$ cat src/rtl/i2c_tgt_pkg.sv
package i2c_tgt_pkg;
   localparam int BYTE_W = 8;

   typedef enum logic [3:0] {
      ST_IDLE,
      ST_ADDR,
      ST_ADDR_ACK,
      ST_SUB,
      ST_SUB_ACK,
      ST_WDATA,
      ST_WDATA_ACK,
      ST_RDATA,
      ST_RDATA_ACK
   } tgt_state_e;
endpackage

$ cat src/rtl/i2c_tgt_sync.sv
module i2c_tgt_sync #(
   parameter int       STAGES    = 2,
   parameter bit       RESET_VAL = 1'b1
) (
   input  logic clk,
   input  logic rst_n,
   input  logic d_i,
   output logic q_o
);
   generate
      if (STAGES < 2) begin : g_bad_depth
         $error("i2c_tgt_sync: STAGES must be at least 2");
      end
   endgenerate

   logic [STAGES-1:0] pipe_q;

   always_ff @(posedge clk or negedge rst_n) begin
      if (!rst_n) pipe_q <= {STAGES{RESET_VAL}};
      else        pipe_q <= {pipe_q[STAGES-2:0], d_i};
   end

   assign q_o = pipe_q[STAGES-1];
endmodule

$ cat src/rtl/i2c_tgt_busmon.sv
module i2c_tgt_busmon (
   input  logic clk,
   input  logic rst_n,
   input  logic scl_s_i,
   input  logic sda_s_i,
   output logic scl_rise_o,
   output logic scl_fall_o,
   output logic start_o,
   output logic stop_o
);
   logic scl_q, sda_q;

   always_ff @(posedge clk or negedge rst_n) begin
      if (!rst_n) begin
         scl_q <= 1'b1;
         sda_q <= 1'b1;
      end else begin
         scl_q <= scl_s_i;
         sda_q <= sda_s_i;
      end
   end

   assign scl_rise_o = scl_s_i & ~scl_q;
   assign scl_fall_o = ~scl_s_i & scl_q;
   assign start_o    = scl_s_i & scl_q & sda_q & ~sda_s_i;
   assign stop_o     = scl_s_i & scl_q & ~sda_q & sda_s_i;
endmodule

$ cat src/rtl/i2c_tgt_ptr.sv
module i2c_tgt_ptr #(
   parameter int PTR_W = 7
) (
   input  logic             clk,
   input  logic             rst_n,
   input  logic             load_i,
   input  logic [PTR_W-1:0] load_ptr_i,
   input  logic             load_auto_i,
   input  logic             step_i,
   output logic [PTR_W-1:0] ptr_o,
   output logic             auto_o
);
   always_ff @(posedge clk or negedge rst_n) begin
      if (!rst_n) begin
         ptr_o  <= '0;
         auto_o <= 1'b0;
      end else if (load_i) begin
         ptr_o  <= load_ptr_i;
         auto_o <= load_auto_i;
      end else if (step_i && auto_o) begin
         ptr_o  <= ptr_o + 1'b1;
      end
   end
endmodule

$ cat src/rtl/i2c_regport_target.sv
module i2c_regport_target
   import i2c_tgt_pkg::*;
#(
   parameter logic [5:0] DEV_ADDR_HI = 6'b001100,
   parameter int         SYNC_STAGES = 2,
   parameter int         PTR_W       = 7
) (
   input  logic             clk,
   input  logic             rst_n,
   input  logic             scl_i,
   input  logic             sda_i,
   output logic             sda_oe_o,
   input  logic             addr_strap_i,
   output logic [PTR_W-1:0] reg_addr_o,
   output logic [7:0]       reg_wdata_o,
   output logic             reg_we_o,
   input  logic [7:0]       reg_rdata_i
);
   localparam int CNT_W = $clog2(BYTE_W + 1);
   localparam logic [CNT_W-1:0] LAST_CNT = CNT_W'(BYTE_W);

   generate
      if (PTR_W < 1 || PTR_W > BYTE_W - 1) begin : g_bad_ptr
         $error("i2c_regport_target: PTR_W must be 1..7");
      end
   endgenerate

   logic scl_s, sda_s;
   logic scl_rise, scl_fall, start_det, stop_det;

   i2c_tgt_sync #(.STAGES(SYNC_STAGES), .RESET_VAL(1'b1)) u_sync_scl (
      .clk(clk), .rst_n(rst_n), .d_i(scl_i), .q_o(scl_s));
   i2c_tgt_sync #(.STAGES(SYNC_STAGES), .RESET_VAL(1'b1)) u_sync_sda (
      .clk(clk), .rst_n(rst_n), .d_i(sda_i), .q_o(sda_s));

   i2c_tgt_busmon u_busmon (
      .clk(clk), .rst_n(rst_n), .scl_s_i(scl_s), .sda_s_i(sda_s),
      .scl_rise_o(scl_rise), .scl_fall_o(scl_fall),
      .start_o(start_det), .stop_o(stop_det));

   tgt_state_e          state_q;
   logic [BYTE_W-1:0]   shreg_q, tx_q;
   logic [CNT_W-1:0]    cnt_q;
   logic                rw_q, mack_q, oe_q, we_q;
   logic [BYTE_W-1:0]   wdata_q;
   logic [6:0]          own_addr;

   logic                ptr_load, ptr_step, ptr_auto;
   logic [PTR_W-1:0]    ptr;

   assign own_addr = {DEV_ADDR_HI, addr_strap_i};

   always_comb begin
      ptr_load = (state_q == ST_SUB) && scl_fall && (cnt_q == LAST_CNT)
                 && !start_det && !stop_det;
      ptr_step = ((state_q == ST_WDATA_ACK) && scl_fall) ||
                 ((state_q == ST_RDATA_ACK) && scl_rise && !sda_s);
   end

   i2c_tgt_ptr #(.PTR_W(PTR_W)) u_ptr (
      .clk(clk), .rst_n(rst_n),
      .load_i(ptr_load), .load_ptr_i(shreg_q[PTR_W-1:0]),
      .load_auto_i(shreg_q[BYTE_W-1]), .step_i(ptr_step),
      .ptr_o(ptr), .auto_o(ptr_auto));

   always_ff @(posedge clk or negedge rst_n) begin
      if (!rst_n) begin
         state_q <= ST_IDLE;
         shreg_q <= '0;
         tx_q    <= '0;
         cnt_q   <= '0;
         rw_q    <= 1'b0;
         mack_q  <= 1'b0;
         oe_q    <= 1'b0;
         we_q    <= 1'b0;
         wdata_q <= '0;
      end else begin
         we_q <= 1'b0;
         if (start_det) begin
            state_q <= ST_ADDR;
            cnt_q   <= '0;
            oe_q    <= 1'b0;
         end else if (stop_det) begin
            state_q <= ST_IDLE;
            cnt_q   <= '0;
            oe_q    <= 1'b0;
         end else begin
            unique case (state_q)
               ST_IDLE: ;
               ST_ADDR, ST_SUB, ST_WDATA: begin
                  if (scl_rise && cnt_q != LAST_CNT) begin
                     shreg_q <= {shreg_q[BYTE_W-2:0], sda_s};
                     cnt_q   <= cnt_q + 1'b1;
                  end else if (scl_fall && cnt_q == LAST_CNT) begin
                     cnt_q <= '0;
                     if (state_q == ST_ADDR) begin
                        if (shreg_q[BYTE_W-1:1] == own_addr) begin
                           rw_q    <= shreg_q[0];
                           oe_q    <= 1'b1;
                           state_q <= ST_ADDR_ACK;
                        end else begin
                           state_q <= ST_IDLE;
                        end
                     end else if (state_q == ST_SUB) begin
                        oe_q    <= 1'b1;
                        state_q <= ST_SUB_ACK;
                     end else begin
                        oe_q    <= 1'b1;
                        we_q    <= 1'b1;
                        wdata_q <= shreg_q;
                        state_q <= ST_WDATA_ACK;
                     end
                  end
               end
               ST_ADDR_ACK: begin
                  if (scl_fall) begin
                     if (rw_q) begin
                        tx_q    <= reg_rdata_i;
                        oe_q    <= ~reg_rdata_i[BYTE_W-1];
                        state_q <= ST_RDATA;
                     end else begin
                        oe_q    <= 1'b0;
                        state_q <= ST_SUB;
                     end
                  end
               end
               ST_SUB_ACK, ST_WDATA_ACK: begin
                  if (scl_fall) begin
                     oe_q    <= 1'b0;
                     state_q <= ST_WDATA;
                  end
               end
               ST_RDATA: begin
                  if (scl_rise && cnt_q != LAST_CNT) begin
                     cnt_q <= cnt_q + 1'b1;
                  end else if (scl_fall) begin
                     if (cnt_q == LAST_CNT) begin
                        oe_q    <= 1'b0;
                        cnt_q   <= '0;
                        state_q <= ST_RDATA_ACK;
                     end else begin
                        tx_q <= {tx_q[BYTE_W-2:0], 1'b0};
                        oe_q <= ~tx_q[BYTE_W-2];
                     end
                  end
               end
               ST_RDATA_ACK: begin
                  if (scl_rise) begin
                     mack_q <= ~sda_s;
                  end else if (scl_fall) begin
                     if (mack_q) begin
                        tx_q    <= reg_rdata_i;
                        oe_q    <= ~reg_rdata_i[BYTE_W-1];
                        state_q <= ST_RDATA;
                     end else begin
                        oe_q    <= 1'b0;
                        state_q <= ST_IDLE;
                     end
                  end
               end
               default: state_q <= ST_IDLE;
            endcase
         end
      end
   end

   assign sda_oe_o    = oe_q;
   assign reg_we_o    = we_q;
   assign reg_wdata_o = wdata_q;
   assign reg_addr_o  = ptr;
endmodule

$ cat config.mk
export PLATFORM = sky130hd
export DESIGN_NAME = i2c_regport_target
export DESIGN_NICKNAME = d
export VERILOG_FILES = /design/src/rtl/i2c_tgt_pkg.sv /design/src/rtl/i2c_tgt_sync.sv /design/src/rtl/i2c_tgt_busmon.sv /design/src/rtl/i2c_tgt_ptr.sv /design/src/rtl/i2c_regport_target.sv
export SDC_FILE = /design/constraint.sdc
export NUM_CORES = 1
export LEC_CHECK = 0
export CAP_MARGIN = 20
export CORE_ASPECT_RATIO = 0.9
export CORE_MARGIN = 4
export CORE_UTILIZATION = 46
export CTS_BUF_LIST = sky130_fd_sc_hd__clkbuf_4 sky130_fd_sc_hd__clkbuf_8
export CTS_CLUSTER_DIAMETER = 200
export DETAILED_ROUTE_END_ITERATION = 7
export GPL_TIMING_DRIVEN = 0
export HOLD_SLACK_MARGIN = 0.1
export PLACE_DENSITY_LB_ADDON = 0.1
export SLEW_MARGIN = 40
export SYNTH_ARGS = -nofsm -noshare
export SYNTH_HDL_FRONTEND = slang
export SYNTH_SLANG_ARGS = --single-unit
export TNS_END_PERCENT = 100
$ cat constraint.sdc
create_clock -name clk -period 2.2 [get_ports clk]
set_input_delay 0.44 -clock clk [delete_from_list [all_inputs] [get_ports clk]]
set_output_delay 0.44 -clock clk [all_outputs]
set_load 0.02 [all_outputs]
==> results of run 1 <==
-- what timing repair did --
item	4_1_cts	5_1_grt
setup buffers	0	1
hold buffers	1	0
hold endpoints to repair	8	0
gates resized for setup	0	1
endpoints found under the setup margin	0	9
-- final cells by class --
type / instances / area [sq um] / area share
flip-flops and latches: 49 / 1234 / 0.4076
multi-input cells: 162 / 1221 / 0.4035
repair buffers: 32 / 325.3 / 0.1075
well taps: 67 / 83.83 / 0.02770
clock buffers: 6 / 82.58 / 0.02728
plain buffers: 7 / 36.28 / 0.01199
inverters: 7 / 26.28 / 0.008681
clock inverters: 2 / 17.52 / 0.005788
-- sequential cells by signal (all words and copies together), names as in the netlist, 2 cells and up --
register and flops:
u_sync_scl.pipe_q 2, tx_q 7, shreg_q 8, cnt_q 4
reg_wdata_o 8, u_sync_sda.pipe_q 2, state_q 4, u_ptr.ptr_o 7
-- cell usage after synthesis, drive strengths merged (2+ instances only) --
cell / count / area, sq um
o21bai: 2 / 15.01
or3: 2 / 12.51
buf: 3 / 21.27
xor2: 7 / 61.31
nand3b: 3 / 22.52
nor3: 9 / 72.57
nand3: 4 / 20.02
mux2i: 3 / 30.03
o2111ai: 2 / 17.52
nand2: 15 / 58.81
nor2: 12 / 45.04
and4: 2 / 17.52
nand2b: 7 / 43.79
inv: 7 / 26.28
clkbuf: 5 / 18.77
a31oi: 2 / 12.51
a211o: 2 / 17.52
nor2b: 3 / 18.77
dfrtp: 43 / 1076
o211ai: 4 / 30.03
o2bb2ai: 2 / 17.52
dfstp: 6 / 157.7
o21ai: 14 / 70.06
mux2: 33 / 371.6
ha: 3 / 37.54
a21oi: 12 / 60.06
and3: 2 / 12.51
o22ai: 2 / 12.51
-- placed cells by master (no fill, tap or decap), drive strengths merged, types with 2 or more instances in the layout --
master          n
or3             2
and3            2
nor3            9
clkbuf         10
nand2          15
clkdlybuf4s50  28
dfstp           6
and4            2
nor2b           3
nand3           4
o211ai          4
o21ai          14
mux2i           3
nand3b          3
a31oi           2
o2111ai         2
inv             8
a21oi          12
xor2            7
nand2b          7
buf             6
o2bb2ai         2
dfrtp          43
mux2           33
a211o           2
nor2           12
ha              3
o21bai          2
o22ai           2
-- critical path, cell delays in order (launching register included) --
cell and delay, ns:
dfstp_2 0.62, xor2_1 0.22, nor2b_1 0.41, a211o_1 0.16, nand3_1 0.16, mux2_1 0.37
-- through the flow --
| stage | total power [uW] | TNS [ns] | hold WS, ns | setup slack [ns] | cells |
|---|---|---|---|---|---|
| floorplan | 1356 | 0 | 0.1444 | 0.3022 | 226 |
| global placement | 1470 | -34.59 | 0.3463 | -0.7739 | 322 |
| detailed placement | 1487 | 0 | 0.2846 | 0.04019 | 323 |
| CTS | 2076 | 0 | 0.3609 | 0.02083 | 332 |
| global route | 2186 | 0 | 0.3647 | 0.004336 | 332 |
| finish | 2052 | 0 | 0.3599 | 0.1441 | 332 |
-- metal layers --
metal	up-vias	part of all wire
met4	0	0.028
met3	13	0.049
met5	-	0
li1	900	-
met1	868	0.51
met2	52	0.42
-- worst min-delay path by stage --
stage | start | endpoint | slack (ns) | cells after the start
after floorplan | rst_n | cnt_q[0] | 0.14 | 0
after CTS | u_sync_scl.pipe_q[0] | u_sync_scl.pipe_q[1] | 0.36 | 0
after global routing | u_sync_scl.pipe_q[0] | u_sync_scl.pipe_q[1] | 0.36 | 0
after detailed placement | rst_n | u_ptr.ptr_o[0] | 0.28 | 1
after global placement | u_sync_sda.pipe_q[0] | u_sync_sda.pipe_q[1] | 0.35 | 0
final | u_sync_scl.pipe_q[0] | u_sync_scl.pipe_q[1] | 0.36 | 0
-- report_power, final --
part           switching (uW)  internal (uW)  total [uW]
Combinational             144            178         323
Sequential                118           1030        1150
Clock                     323            262         584
Total                     585           1470        2050
-- cell families after synthesis --
logic type,after synthesis
AOI/OAI and AO/OA,47
and+or+nand+nor,68
DFF,49
buffers and inverters,15
xor gates and xnor gates,8
adders and majority gates,3
muxes,36
==> results.json, run 1 <==
{
  "outcome": "completed",
  "cts.clk_slew.worst_paths_ns": 0.10,
  "die_x_um": 86.02,
  "cellLeakagePower_uw": 0.001361,
  "ir_worst_vdd_v": 0.0003168,
  "drv_slew": 0,
  "netlist_area_sq_um": 2520,
  "synth-seq-cells": 49,
  "gp_congestion": 0.8688,
  "timing.rr.end": "state_q[1]",
  "wirelength_um": 5107,
  "critPathLaunchType": "register",
  "synthToLayoutAreaGrowth_pct": 20.11,
  "port_buffers": 29,
  "critPathCaptureType": "register",
  "synth_top_family_by_area": "simple AND/OR/NAND/NOR gates",
  "postPlaceCellArea_sq_um": 2912,
  "slew_headroom": 0.6186,
  "clockBufferDepth": 2,
  "grt_max_degree": 42,
  "drc_errors": 0,
  "cts_tree": "yes",
  "dr_total_vias": 1833,
  "grt_overflow": 0,
  "seq_area_frac_synth": 0.4896,
  "skew_ns": 0.007699,
  "met1_usage": 0.2476,
  "rr_worst_depth": 5,
  "synth_compound_area_frac": 0.1202,
  "num_antenna_cells": 0,
  "syn_area_per_cell_sq_um": 11.15,
  "grt_first_pass_wirelength_um": 8914,
  "rows": 25,
  "hp-class": "register to register",
  "fillers": 484,
  "met2_usage": 0.2396,
  "powerDensity_nw_per_um2": 678.0,
  "r2r_slack_ns": 0.14,
  "top_usage_layer": "met1",
  "final_cell_area_sq_um": 3027,
  "grt_pass1_vias": 1816,
  "coreArea_sq_um": 5286,
  "cap_violations": 0,
  "wl_per_cell_um": 15.38,
  "synthCells": 226,
  "cts_sinks": 49,
  "ys_warn_count": 0,
  "required_ns": 2.40,
  "post-route-min-period_ns": 2.056,
  "synth.area.mux_share": 0.1594,
  "dp_hpwl_um": 3704,
  "via_per_inst": 5.521,
  "critPathKind": "register to register",
  "antenna_left": 0,
  "ios": 30,
  "synth_ff_type": "dfrtp_1",
  "drt-initial-drc-count": 166,
  "cts_root_buffer": "clkbuf_8",
  "async_reset_ff_frac": 1.000,
  "htree_levels": 2,
  "cp-endpoint": "state_q[1]",
  "firstDrtPassIters": 4,
  "clk-insertion-delay-late_ns": 0.31,
  "drive_gt1_frac": 0.1962,
  "r2r-start": "u_sync_sda.pipe_q[1]",
  "antenna_found_initial": 0,
  "arrival_ns": 2.25,
  "fin_crit_sh": 0.9345,
  "die_y_um": 78.22,
  "hold_violations": 0,
  "use_met3": 0.03358,
  "synth_edf_count": 0,
  "synth_adder_area_share": 0.01490,
  "synth_fp_nets": 242,
  "grtUsageTotal": 0.1684,
  "finalSetupViolCount": 0,
  "synth-xor-area-share": 0.02781,
  "cp-startpoint": "u_sync_sda.pipe_q[1]",
  "max_freq_mhz": 486.4,
  "num-nets-final": 280,
  "yosys.area_share.simple": 0.1619,
  "cts_buffers": 5,
  "die_area_sq_um": 6728,
  "worst_pin_slew_ns": 0.5675,
  "post-route-util": 0.5725,
  "crit_path_max_fanout": 6,
  "rsz0062_at_grt": "false",
  "start_util": 0.4767,
  "yosys.cell_types.count": 49
}
Power figures use the tool's default switching activity.
==> run 2: changes to the inputs <==
Settings changed: HOLD_SLACK_MARGIN 0.1 to not set.
==> results of run 2 <==
The final DEF is identical to that of run 1; final timing and power are the same.
